## src/rtl/extirq_pkg.sv

```systemverilog
package extirq_pkg;

    localparam int DEF_NUM_PORTS  = 4;
    localparam int DEF_PORT_PINS  = 16;
    localparam int DEF_NUM_LINES  = 16;
    localparam int DEF_GROUP_SIZE = 4;
    localparam int DATA_W         = 32;
    localparam int ADDR_W         = 3;

    typedef enum logic [ADDR_W-1:0] {
        A_PSEL_LO = 3'd0,
        A_PSEL_HI = 3'd1,
        A_PIN_LO  = 3'd2,
        A_PIN_HI  = 3'd3,
        A_RISE    = 3'd4,
        A_FALL    = 3'd5,
        A_IEN     = 3'd6,
        A_FLAG    = 3'd7
    } reg_addr_e;

    function automatic int group_base(input int line, input int group_size);
        return (line / group_size) * group_size;
    endfunction

endpackage

```

## src/rtl/extirq_regs.sv

```systemverilog
module extirq_regs
    import extirq_pkg::*;
#(
    parameter int NUM_LINES = DEF_NUM_LINES,
    parameter int PSEL_W    = 2,
    parameter int PIN_W     = 2
) (
    input  logic                              clk,
    input  logic                              rst,
    input  logic                              wr_en,
    input  logic [ADDR_W-1:0]                 addr,
    input  logic [DATA_W-1:0]                 wdata,
    input  logic [NUM_LINES-1:0]              pend,
    output logic [NUM_LINES-1:0][PSEL_W-1:0]  port_sel,
    output logic [NUM_LINES-1:0][PIN_W-1:0]   pin_sel,
    output logic [NUM_LINES-1:0]              rise_en,
    output logic [NUM_LINES-1:0]              fall_en,
    output logic [NUM_LINES-1:0]              irq_en,
    output logic [NUM_LINES-1:0]              clr,
    output logic [DATA_W-1:0]                 rdata
);
    localparam int HALF = NUM_LINES / 2;

    logic [DATA_W-1:0] psel_lo_w, psel_hi_w, pin_lo_w, pin_hi_w;
    logic              unused_wdata_bits;

    assign unused_wdata_bits = ^wdata[DATA_W-1:NUM_LINES];

    always_ff @(posedge clk) begin
        if (rst) begin
            port_sel <= '0;
            pin_sel  <= '0;
            rise_en  <= '0;
            fall_en  <= '0;
            irq_en   <= '0;
        end else if (wr_en) begin
            case (addr)
                A_PSEL_LO: for (int i = 0; i < HALF; i++)
                               port_sel[i] <= wdata[i*PSEL_W +: PSEL_W];
                A_PSEL_HI: for (int i = 0; i < HALF; i++)
                               port_sel[i+HALF] <= wdata[i*PSEL_W +: PSEL_W];
                A_PIN_LO:  for (int i = 0; i < HALF; i++)
                               pin_sel[i] <= wdata[i*PIN_W +: PIN_W];
                A_PIN_HI:  for (int i = 0; i < HALF; i++)
                               pin_sel[i+HALF] <= wdata[i*PIN_W +: PIN_W];
                A_RISE:    rise_en <= wdata[NUM_LINES-1:0];
                A_FALL:    fall_en <= wdata[NUM_LINES-1:0];
                A_IEN:     irq_en  <= wdata[NUM_LINES-1:0];
                default:   ;
            endcase
        end
    end

    assign clr = (wr_en && addr == A_FLAG) ? wdata[NUM_LINES-1:0] : '0;

    always_comb begin
        psel_lo_w = '0;
        psel_hi_w = '0;
        pin_lo_w  = '0;
        pin_hi_w  = '0;
        for (int i = 0; i < HALF; i++) begin
            psel_lo_w[i*PSEL_W +: PSEL_W] = port_sel[i];
            psel_hi_w[i*PSEL_W +: PSEL_W] = port_sel[i+HALF];
            pin_lo_w[i*PIN_W +: PIN_W]    = pin_sel[i];
            pin_hi_w[i*PIN_W +: PIN_W]    = pin_sel[i+HALF];
        end
    end

    always_comb begin
        rdata = '0;
        case (addr)
            A_PSEL_LO: rdata = psel_lo_w;
            A_PSEL_HI: rdata = psel_hi_w;
            A_PIN_LO:  rdata = pin_lo_w;
            A_PIN_HI:  rdata = pin_hi_w;
            A_RISE:    rdata[NUM_LINES-1:0] = rise_en;
            A_FALL:    rdata[NUM_LINES-1:0] = fall_en;
            A_IEN:     rdata[NUM_LINES-1:0] = irq_en;
            default:   rdata[NUM_LINES-1:0] = pend;
        endcase
    end


    reset_zero_chk: assert property (@(posedge clk) disable iff (rst)
        $past(rst) |-> (port_sel == '0 && pin_sel == '0 && rise_en == '0
                        && fall_en == '0 && irq_en == '0));


    ien_write_chk: assert property (@(posedge clk) disable iff (rst)
        (wr_en && addr == A_IEN) |=> irq_en == $past(wdata[NUM_LINES-1:0]));

endmodule

```

## src/rtl/extirq_route.sv

```systemverilog
module extirq_route
    import extirq_pkg::*;
#(
    parameter int NUM_PORTS  = DEF_NUM_PORTS,
    parameter int PORT_PINS  = DEF_PORT_PINS,
    parameter int NUM_LINES  = DEF_NUM_LINES,
    parameter int GROUP_SIZE = DEF_GROUP_SIZE,
    parameter int PSEL_W     = 2,
    parameter int PIN_W      = 2
) (
    input  logic [NUM_PORTS*PORT_PINS-1:0]    pins,
    input  logic [NUM_LINES-1:0][PSEL_W-1:0]  port_sel,
    input  logic [NUM_LINES-1:0][PIN_W-1:0]   pin_sel,
    output logic [NUM_LINES-1:0]              routed
);
    localparam int PIDX_W = $clog2(PORT_PINS);

    logic [NUM_PORTS-1:0][PORT_PINS-1:0] pins_2d;
    assign pins_2d = pins;

    for (genvar n = 0; n < NUM_LINES; n++) begin : g_line
        localparam logic [PIDX_W-1:0] BASE = PIDX_W'(group_base(n, GROUP_SIZE));
        logic [PORT_PINS-1:0] port_row;
        logic [PIDX_W-1:0]    idx;
        assign port_row  = pins_2d[port_sel[n]];
        assign idx       = BASE + PIDX_W'(pin_sel[n]);
        assign routed[n] = port_row[idx];
    end

endmodule

```

## src/rtl/extirq_detect.sv

```systemverilog
module extirq_detect
    import extirq_pkg::*;
#(
    parameter int NUM_LINES = DEF_NUM_LINES,
    parameter int SEL_W     = 4
) (
    input  logic                            clk,
    input  logic                            rst,
    input  logic [NUM_LINES-1:0]            routed,
    input  logic [NUM_LINES-1:0][SEL_W-1:0] sel,
    input  logic [NUM_LINES-1:0]            rise_en,
    input  logic [NUM_LINES-1:0]            fall_en,
    input  logic [NUM_LINES-1:0]            clr,
    output logic [NUM_LINES-1:0]            pend
);
    logic [NUM_LINES-1:0][SEL_W-1:0] sel_q;
    logic [NUM_LINES-1:0]            prev;
    logic [NUM_LINES-1:0]            armed;
    logic [NUM_LINES-1:0]            det;

    always_comb begin
        for (int i = 0; i < NUM_LINES; i++) begin
            det[i] = armed[i] && (sel[i] == sel_q[i]) &&
                     ((rise_en[i] && !prev[i] &&  routed[i]) ||
                      (fall_en[i] &&  prev[i] && !routed[i]));
        end
    end

    always_ff @(posedge clk) begin
        if (rst) begin
            sel_q <= '0;
            prev  <= '0;
            armed <= '0;
            pend  <= '0;
        end else begin
            sel_q <= sel;
            prev  <= routed;
            armed <= '1;
            pend  <= (pend & ~clr) | det;
        end
    end

    for (genvar n = 0; n < NUM_LINES; n++) begin : g_chk

        set_needs_edge_chk: assert property (@(posedge clk) disable iff (rst)
            (!pend[n] && !$past(rst)) ##1 pend[n] |-> $past(routed[n]) != $past(routed[n], 2));


        clear_chk: assert property (@(posedge clk) disable iff (rst)
            (clr[n] && !det[n]) |=> !pend[n]);


        collide_keep_chk: assert property (@(posedge clk) disable iff (rst)
            (clr[n] && det[n]) |=> pend[n]);


        reroute_quiet_chk: assert property (@(posedge clk) disable iff (rst)
            (sel[n] != $past(sel[n])) |=> pend[n] == $past(pend[n] & ~clr[n]));
    end

endmodule

```

## src/rtl/extirq_router.sv

```systemverilog
module extirq_router
    import extirq_pkg::*;
#(
    parameter int NUM_PORTS  = DEF_NUM_PORTS,
    parameter int PORT_PINS  = DEF_PORT_PINS,
    parameter int NUM_LINES  = DEF_NUM_LINES,
    parameter int GROUP_SIZE = DEF_GROUP_SIZE
) (
    input  logic                           clk,
    input  logic                           rst,
    input  logic                           wr_en,
    input  logic [ADDR_W-1:0]              addr,
    input  logic [DATA_W-1:0]              wdata,
    output logic [DATA_W-1:0]              rdata,
    input  logic [NUM_PORTS*PORT_PINS-1:0] pins,
    output logic                           irq
);
    localparam int PSEL_W = $clog2(NUM_PORTS);
    localparam int PIN_W  = $clog2(GROUP_SIZE);
    localparam int SEL_W  = PSEL_W + PIN_W;

    logic [NUM_LINES-1:0][PSEL_W-1:0] port_sel;
    logic [NUM_LINES-1:0][PIN_W-1:0]  pin_sel;
    logic [NUM_LINES-1:0][SEL_W-1:0]  sel;
    logic [NUM_LINES-1:0]             rise_en, fall_en, irq_en, clr, pend, routed;

    extirq_regs #(
        .NUM_LINES(NUM_LINES), .PSEL_W(PSEL_W), .PIN_W(PIN_W)
    ) u_regs (
        .clk(clk), .rst(rst), .wr_en(wr_en), .addr(addr), .wdata(wdata),
        .pend(pend), .port_sel(port_sel), .pin_sel(pin_sel),
        .rise_en(rise_en), .fall_en(fall_en), .irq_en(irq_en),
        .clr(clr), .rdata(rdata)
    );

    extirq_route #(
        .NUM_PORTS(NUM_PORTS), .PORT_PINS(PORT_PINS), .NUM_LINES(NUM_LINES),
        .GROUP_SIZE(GROUP_SIZE), .PSEL_W(PSEL_W), .PIN_W(PIN_W)
    ) u_route (
        .pins(pins), .port_sel(port_sel), .pin_sel(pin_sel), .routed(routed)
    );

    for (genvar n = 0; n < NUM_LINES; n++) begin : g_sel
        assign sel[n] = {port_sel[n], pin_sel[n]};
    end

    extirq_detect #(
        .NUM_LINES(NUM_LINES), .SEL_W(SEL_W)
    ) u_detect (
        .clk(clk), .rst(rst), .routed(routed), .sel(sel),
        .rise_en(rise_en), .fall_en(fall_en), .clr(clr), .pend(pend)
    );

    assign irq = |(pend & irq_en);


    irq_reset_low_chk: assert property (@(posedge clk) disable iff (rst)
        $past(rst) |-> !irq);

endmodule

```

## config.mk

```make
export PLATFORM = sky130hd
export DESIGN_NAME = extirq_router
export DESIGN_NICKNAME = d
export VERILOG_FILES = /design/src/rtl/extirq_pkg.sv /design/src/rtl/extirq_regs.sv /design/src/rtl/extirq_route.sv /design/src/rtl/extirq_detect.sv /design/src/rtl/extirq_router.sv
export SDC_FILE = /design/constraint.sdc
export NUM_CORES = 1
export LEC_CHECK = 0
export BUFFER_PORTS_ARGS = -buffer_cell sky130_fd_sc_hd__clkbuf_2
export CAP_MARGIN = 20
export CORE_ASPECT_RATIO = 1.25
export CORE_MARGIN = 1.5
export CORE_UTILIZATION = 25
export CTS_BUF_LIST = sky130_fd_sc_hd__clkbuf_2 sky130_fd_sc_hd__clkbuf_4 sky130_fd_sc_hd__clkbuf_8
export CTS_CLUSTER_SIZE = 10
export DETAILED_ROUTE_END_ITERATION = 16
export GPL_ROUTABILITY_DRIVEN = 0
export PLACE_DENSITY = 0.47
export SLEW_MARGIN = 10
export SYNTH_ARGS = -nofsm -noshare
export SYNTH_HDL_FRONTEND = slang
export SYNTH_HIERARCHICAL = 1
export SYNTH_SLANG_ARGS = --single-unit
```

## constraint.sdc

```tcl
create_clock -name clk -period 6.3 [get_ports clk]
set_clock_uncertainty 0.2 [all_clocks]
set_input_delay 1.575 -clock clk [delete_from_list [all_inputs] [get_ports clk]]
set_output_delay 1.575 -clock clk [all_outputs]
set_load 0.02 [all_outputs]
```

**After elaboration in Yosys (flattened, before gate mapping)**

Index checks and enable logic that the tools add are counted.
W data, S select, Z words.

- Flip-flop bits (word level): 224
- Output and inout port bits: 33
- Input bits: 102
- Word-level logic and storage cells: 346

- $lt $le $gt $ge: 32
- Add/sub/neg operators: 12
- Reduce and logical (&&, ||, !) cells: 154
- Bitwise logic cells: 4
- Eq/ne operators: 23
- Multiplexer cells: 67

Operators with widths:

| operator | count |
|---|---|
| $bmux W16 S2 | 16 |
| $mux W16 | 14 |
| $pmux W16 S7 | 1 |
| $logic_and A1 B1 Y1 | 97 |
| $eq A4 B4 Y1 | 16 |
| $lt A4 B5 Y1 const B | 12 |
| $bmux W1 S4 | 12 |
| $lt A2 B3 Y1 const B | 16 |
| $and A16 B16 Y16 | 2 |
| $logic_not A1 Y1 | 32 |
| $lt A2 B5 Y1 const B | 4 |
| $add A3 B2 Y4 const A | 4 |
| $add A3 B3 Y4 const A | 4 |
| $add A4 B2 Y4 const A | 4 |
| $logic_or A1 B1 Y1 | 16 |
| $mux W1 | 16 |
| $mux W4 | 4 |
| $not A16 Y16 | 1 |
| $or A16 B16 Y16 | 1 |
| $reduce_or A16 Y1 | 1 |
| $reduce_and A2 Y1 | 7 |
| $eq A3 B3 Y1 const B | 4 |
| $bmux W1 S2 | 4 |
| $eq A3 B2 Y1 const B | 2 |
| other kinds (2) | 2 |

**Logic depth before layout (Yosys ltp)**

- Depth after elaboration: 9
- Gate-level depth with buffers: 8
- Mapped depth without buffers: 6

**Cells and area by module**

Netlist, hierarchy kept.

By module, submodules not included:

| module | seq. area each (um^2) | cells an instance | area each (um^2) | times used |
|---|---|---|---|---|
| extirq_regs | 2242.2 | 708 | 5574.1 | 1 |
| extirq_detect | 1941.9 | 384 | 3803.6 | 1 |
| extirq_route | 0.0 | 112 | 2162.1 | 1 |
| extirq_router | 0.0 | 9 | 101.3 | 1 |

**Least setup slack after synthesis**

No wires, ideal clock.

- Path type: input to output
- Start: input port addr[0]
- End: output port rdata[0]
- Arrival: 2.718 ns
- Required time: 4.525 ns
- Slack: 1.807 ns
- Buffers on the path: 4
- Stages on the path: 7
- Cells stage by stage: buf_6 buf_8 buf_8 buf_2 nand3b_1 o211a_1 o22ai_1

- Word-level cells in the longest chain between the ends: 2
- Elaborated cells on any way between the ends: 8
- Those cells by class: eq/ne (6); mux (1); reduce/logical (1)

RTL lines:

| element | line | source |
|---|---|---|
| start, declared | extirq_router.sv:12 | `input logic [ADDR_W-1:0] addr,` |
| $eq A3 B3 Y1 (tied with other cells) | extirq_regs.sv:71 | `case (addr)` |
| $pmux W16 S7 (*) | extirq_regs.sv:71 |  |
| end, declared | extirq_router.sv:14 | `output logic [DATA_W-1:0] rdata,` |

Every way passes the cells marked *; elsewhere a longest branch is shown, timed or not.

**Worst setup path in the final report**

- Start: input port addr[0]
- End: output port rdata[15]

The elaborated chain is that of the path after synthesis.

==> metrics <==
Final Hold Fails=0; CTS tree=built; total CTS buffers=35; Worst R2R Start=u_regs/port_sel[8]; die area=~48000 µm²; synthesized area=~12000 µm²; initial drt markers=700; largest net degree at the start of global routing=just over 90; CTS H-Tree Depth=2; Data arrival, critical path=3500 ps; Worst Path Required=4530 ps; Layout fillers=just under 5000; first-pass GRT wire length=about 60000 µm; Top FF cell, synth=dfxtp_1; WP buf/inv=3; layout cell share with drive strength beyond 1=between 15 and 20%; core area=between 40000 and 50000 µm²; vias per inst=4.98; vias in the first global route=~9000; PwrDens=237 nW/µm²; Vias=between 9000 and 10000; Row Count=around 90; critical path depth in cells=6; drc violations=0; status=complete, no violations; Non-Filler Instances=roughly 1900; Die H=around 240 µm; Final TNS setup=0 ps; RSZ-0062 raised after global routing=false; grt ovf=0; nets=roughly 1400; Die W=a little under 200 µm; Max Fanout on Critical Path=41; Area growth syn-to-layout=12.8%; hold buffers post-CTS=0; total clock sinks=roughly 210; most frequent CP cell=clkbuf_2; DP HPWL=28100 µm; reg2reg path depth=5; reg2reg setup slack=3790 ps; post-synthesis register bit count=209; Leak Pwr=4.52 nW; clk_lat worst skew=roughly 550 ps; Top Family by Delay on Critical Path=buffers and inverters; postcts setup bufs=0; CP Capture Type=output port; Seq/Total Area, Yosys=35.9%; Worst setup SP type=input pin; Rel. slew slack=about 26%; Hold Path Class=flop to flop; GRT Overall Usage=between 15 and 20%; crit path launch=addr[0]; syn_area_per_cell=9.60 µm²; Max IR drop VDD=between 0.1 and 0.15 mV; final antenna-violating net count=0; Distinct cells, synth=slightly below 50; Slew Limit Fails=0; Cell Chain, Critical Path=clkbuf_2 -> buf_4 -> mux2i_1 -> o311a_1 -> a21oi_1 -> clkbuf_2; post-route design area=around 13000 µm²; Slowest-stage cell, CP=buf_4; critical register-to-register path endpoint=u_detect/pend[4]; CP Capture Point=rdata[15]; Final Cycle Share=between 80% and 90%; I/O pin count=approximately 140; count of final setup violators=0; Crit Path Class=input pin to output port; initial antenna violation count=1; total power=roughly 3.1 mW; EDFF count, synth=0; asr flop ratio synth=0%; Tightest Pin Transition=1100 ps; Mapped Cells=approximately 1200; CP max stage delay=490 ps; yosys warns=6; MaxCap Viol Count=0; starting density of the core=25.3%; Cells after DPL=roughly 1800; Clock transition at path regs=around 60 ps; register area=roughly 4200 µm²; quantity of gates resized following cts=0; Post-DP Area=about 12000 µm²; minimum clock period=around 5300 ps; post-layout util=28.5%; DRT Pass-1 Iters=6; Longest Clk Path Bufs=3; total wire length=39500 µm; Max Fclk=approximately 0.19 GHz; Root Buffer Master=clkbuf_8; Port Buf Inserts=between 100 and 150; WL/cell=about 21 µm; multi-input logic area=around 6800 µm²
[worst min-delay path by stage]
| stage | start | endpoint | depth (start not counted) |
|---|---|---|---|
| 2_1_floorplan | u_regs/irq_en[12] | u_regs/irq_en[12] | 2 |
| 3_3_place_gp | u_regs/irq_en[12] | u_regs/irq_en[12] | 2 |
| 3_5_place_dp | u_regs/rise_en[4] | u_regs/rise_en[4] | 2 |
| 4_1_cts | u_regs/rise_en[4] | u_regs/rise_en[4] | 2 |
| 5_1_grt | u_regs/irq_en[12] | u_regs/irq_en[12] | 2 |
| 6_report | u_regs/rise_en[4] | u_regs/rise_en[4] | 2 |
[stage by stage]
stage	setup WS, ps	hold slack (ps)
6_report	1020	279
5_1_grt	915	299
4_1_cts	1030	278
3_5_place_dp	1030	269
3_3_place_gp	1010	264
2_1_floorplan	1810	246
[cell families after synthesis]
| group | Yosys count | share of synthesized area (%) |
|---|---|---|
| AO/OA/AOI/OAI | 225 | 13.6 |
| XOR/XNOR | 64 | 4.82 |
| buffers and inverters | 110 | 6.09 |
| flip-flops | 209 | 35.9 |
| multiplexers | 120 | 19.3 |
| other | 1 | 0.0322 |
| AND/OR/NAND/NOR | 484 | 20.2 |
[registers in the layout, summed over array words and instances (netlist names)]
register and flops:
u_regs/port_sel 32, u_detect/prev 16, u_detect/pend 16, u_regs/irq_en 16
u_regs/fall_en 16, u_detect/sel_q 64, u_regs/pin_sel 32, u_regs/rise_en 16
u_detect/armed 1
[per-layer routing]
metal	track usage (%)	vias up	part of all wire, %
li1	-	4445	-
met1	20.5	4609	43
met5	0	-	0
met3	1.74	56	3.6
met2	28.3	250	50
met4	5.86	0	2.6
[cell usage in the layout (no fill, tap or decap), types with 3 or more instances in the layout]
cell	n
conb_1	16
clkinv_2	3
o22a_1	16
mux4_1	64
bufinv_16	4
and4b_1	3
xnor2_1	64
mux2i_1	49
o211a_1	12
a221oi_2	4
nor2_1	23
o221ai_1	3
dfxtp_1	209
a221oi_1	36
mux2_2	7
nand3_1	18
and2b_1	5
and4bb_2	3
a22o_1	4
nand2_1	300
clkbuf_4	8
nor2b_1	88
o31ai_2	10
nand4bb_1	3
nand3b_1	12
and2_1	17
clkbuf_8	42
a222oi_1	3
o31ai_1	6
clkbuf_2	101
buf_4	11
a21oi_1	114
o22ai_1	12
[worst reg2reg max path, stage by stage, from the launching register on]
cell and delay (ps):
dfxtp_1 670, mux4_1 650, mux2i_1 280, mux2i_1 220, o22a_1 220, o31ai_2 200
[synth_stat cells (2+ instances only)]
cell,number,area share (%)
a221oi_2,4,0.52
nand3_1,18,0.77
and2b_1,5,0.32
clkbuf_2,7,0.30
xnor2_1,64,4.8
o22ai_1,12,0.64
and2_1,17,0.91
nor2b_4,2,0.24
a21oi_2,2,0.15
a22o_1,4,0.30
nand2_1,300,9.7
a21oi_1,114,4.9
nand4bb_1,3,0.29
o221ai_1,3,0.23
dfxtp_1,209,36
buf_6,16,1.5
clkbuf_1,31,1.0
mux4_1,64,14
o31ai_2,10,1.1
o211a_1,12,1.0
buf_4,26,1.7
buf_2,25,1.1
o31ai_1,6,0.39
and4b_1,3,0.26
mux2_2,7,0.68
buf_8,2,0.26
a222oi_1,3,0.26
nor2b_1,88,4.7
nand4b_2,2,0.26
inv_1,2,0.065
nor2_1,23,0.74
a221oi_1,36,2.7
o22a_1,16,1.2
nand3b_1,12,0.77
and4bb_2,3,0.32
mux2i_1,49,4.2
[area by class of cell]
type / count / area share (%)
multi-input cells: 909 / 51.8
clock inverters: 8 / 1.09
repair buffers: 115 / 4.76
clock buffers: 50 / 4.86
inverters: 2 / 0.0571
diodes: 1 / 0.0190
flip-flops and latches: 209 / 31.9
well taps: 585 / 5.57
[power breakdown]
part	switching (mW)	leakage, nW	total [mW]	internal (mW)
logic	0.208	2.42	0.344	0.136
registers	0.0396	1.69	1.39	1.35
clock network	0.564	0.407	1.38	0.814
total	0.811	4.52	3.11	2.30
No activity file was read; power rests on OpenSTA's default activity.
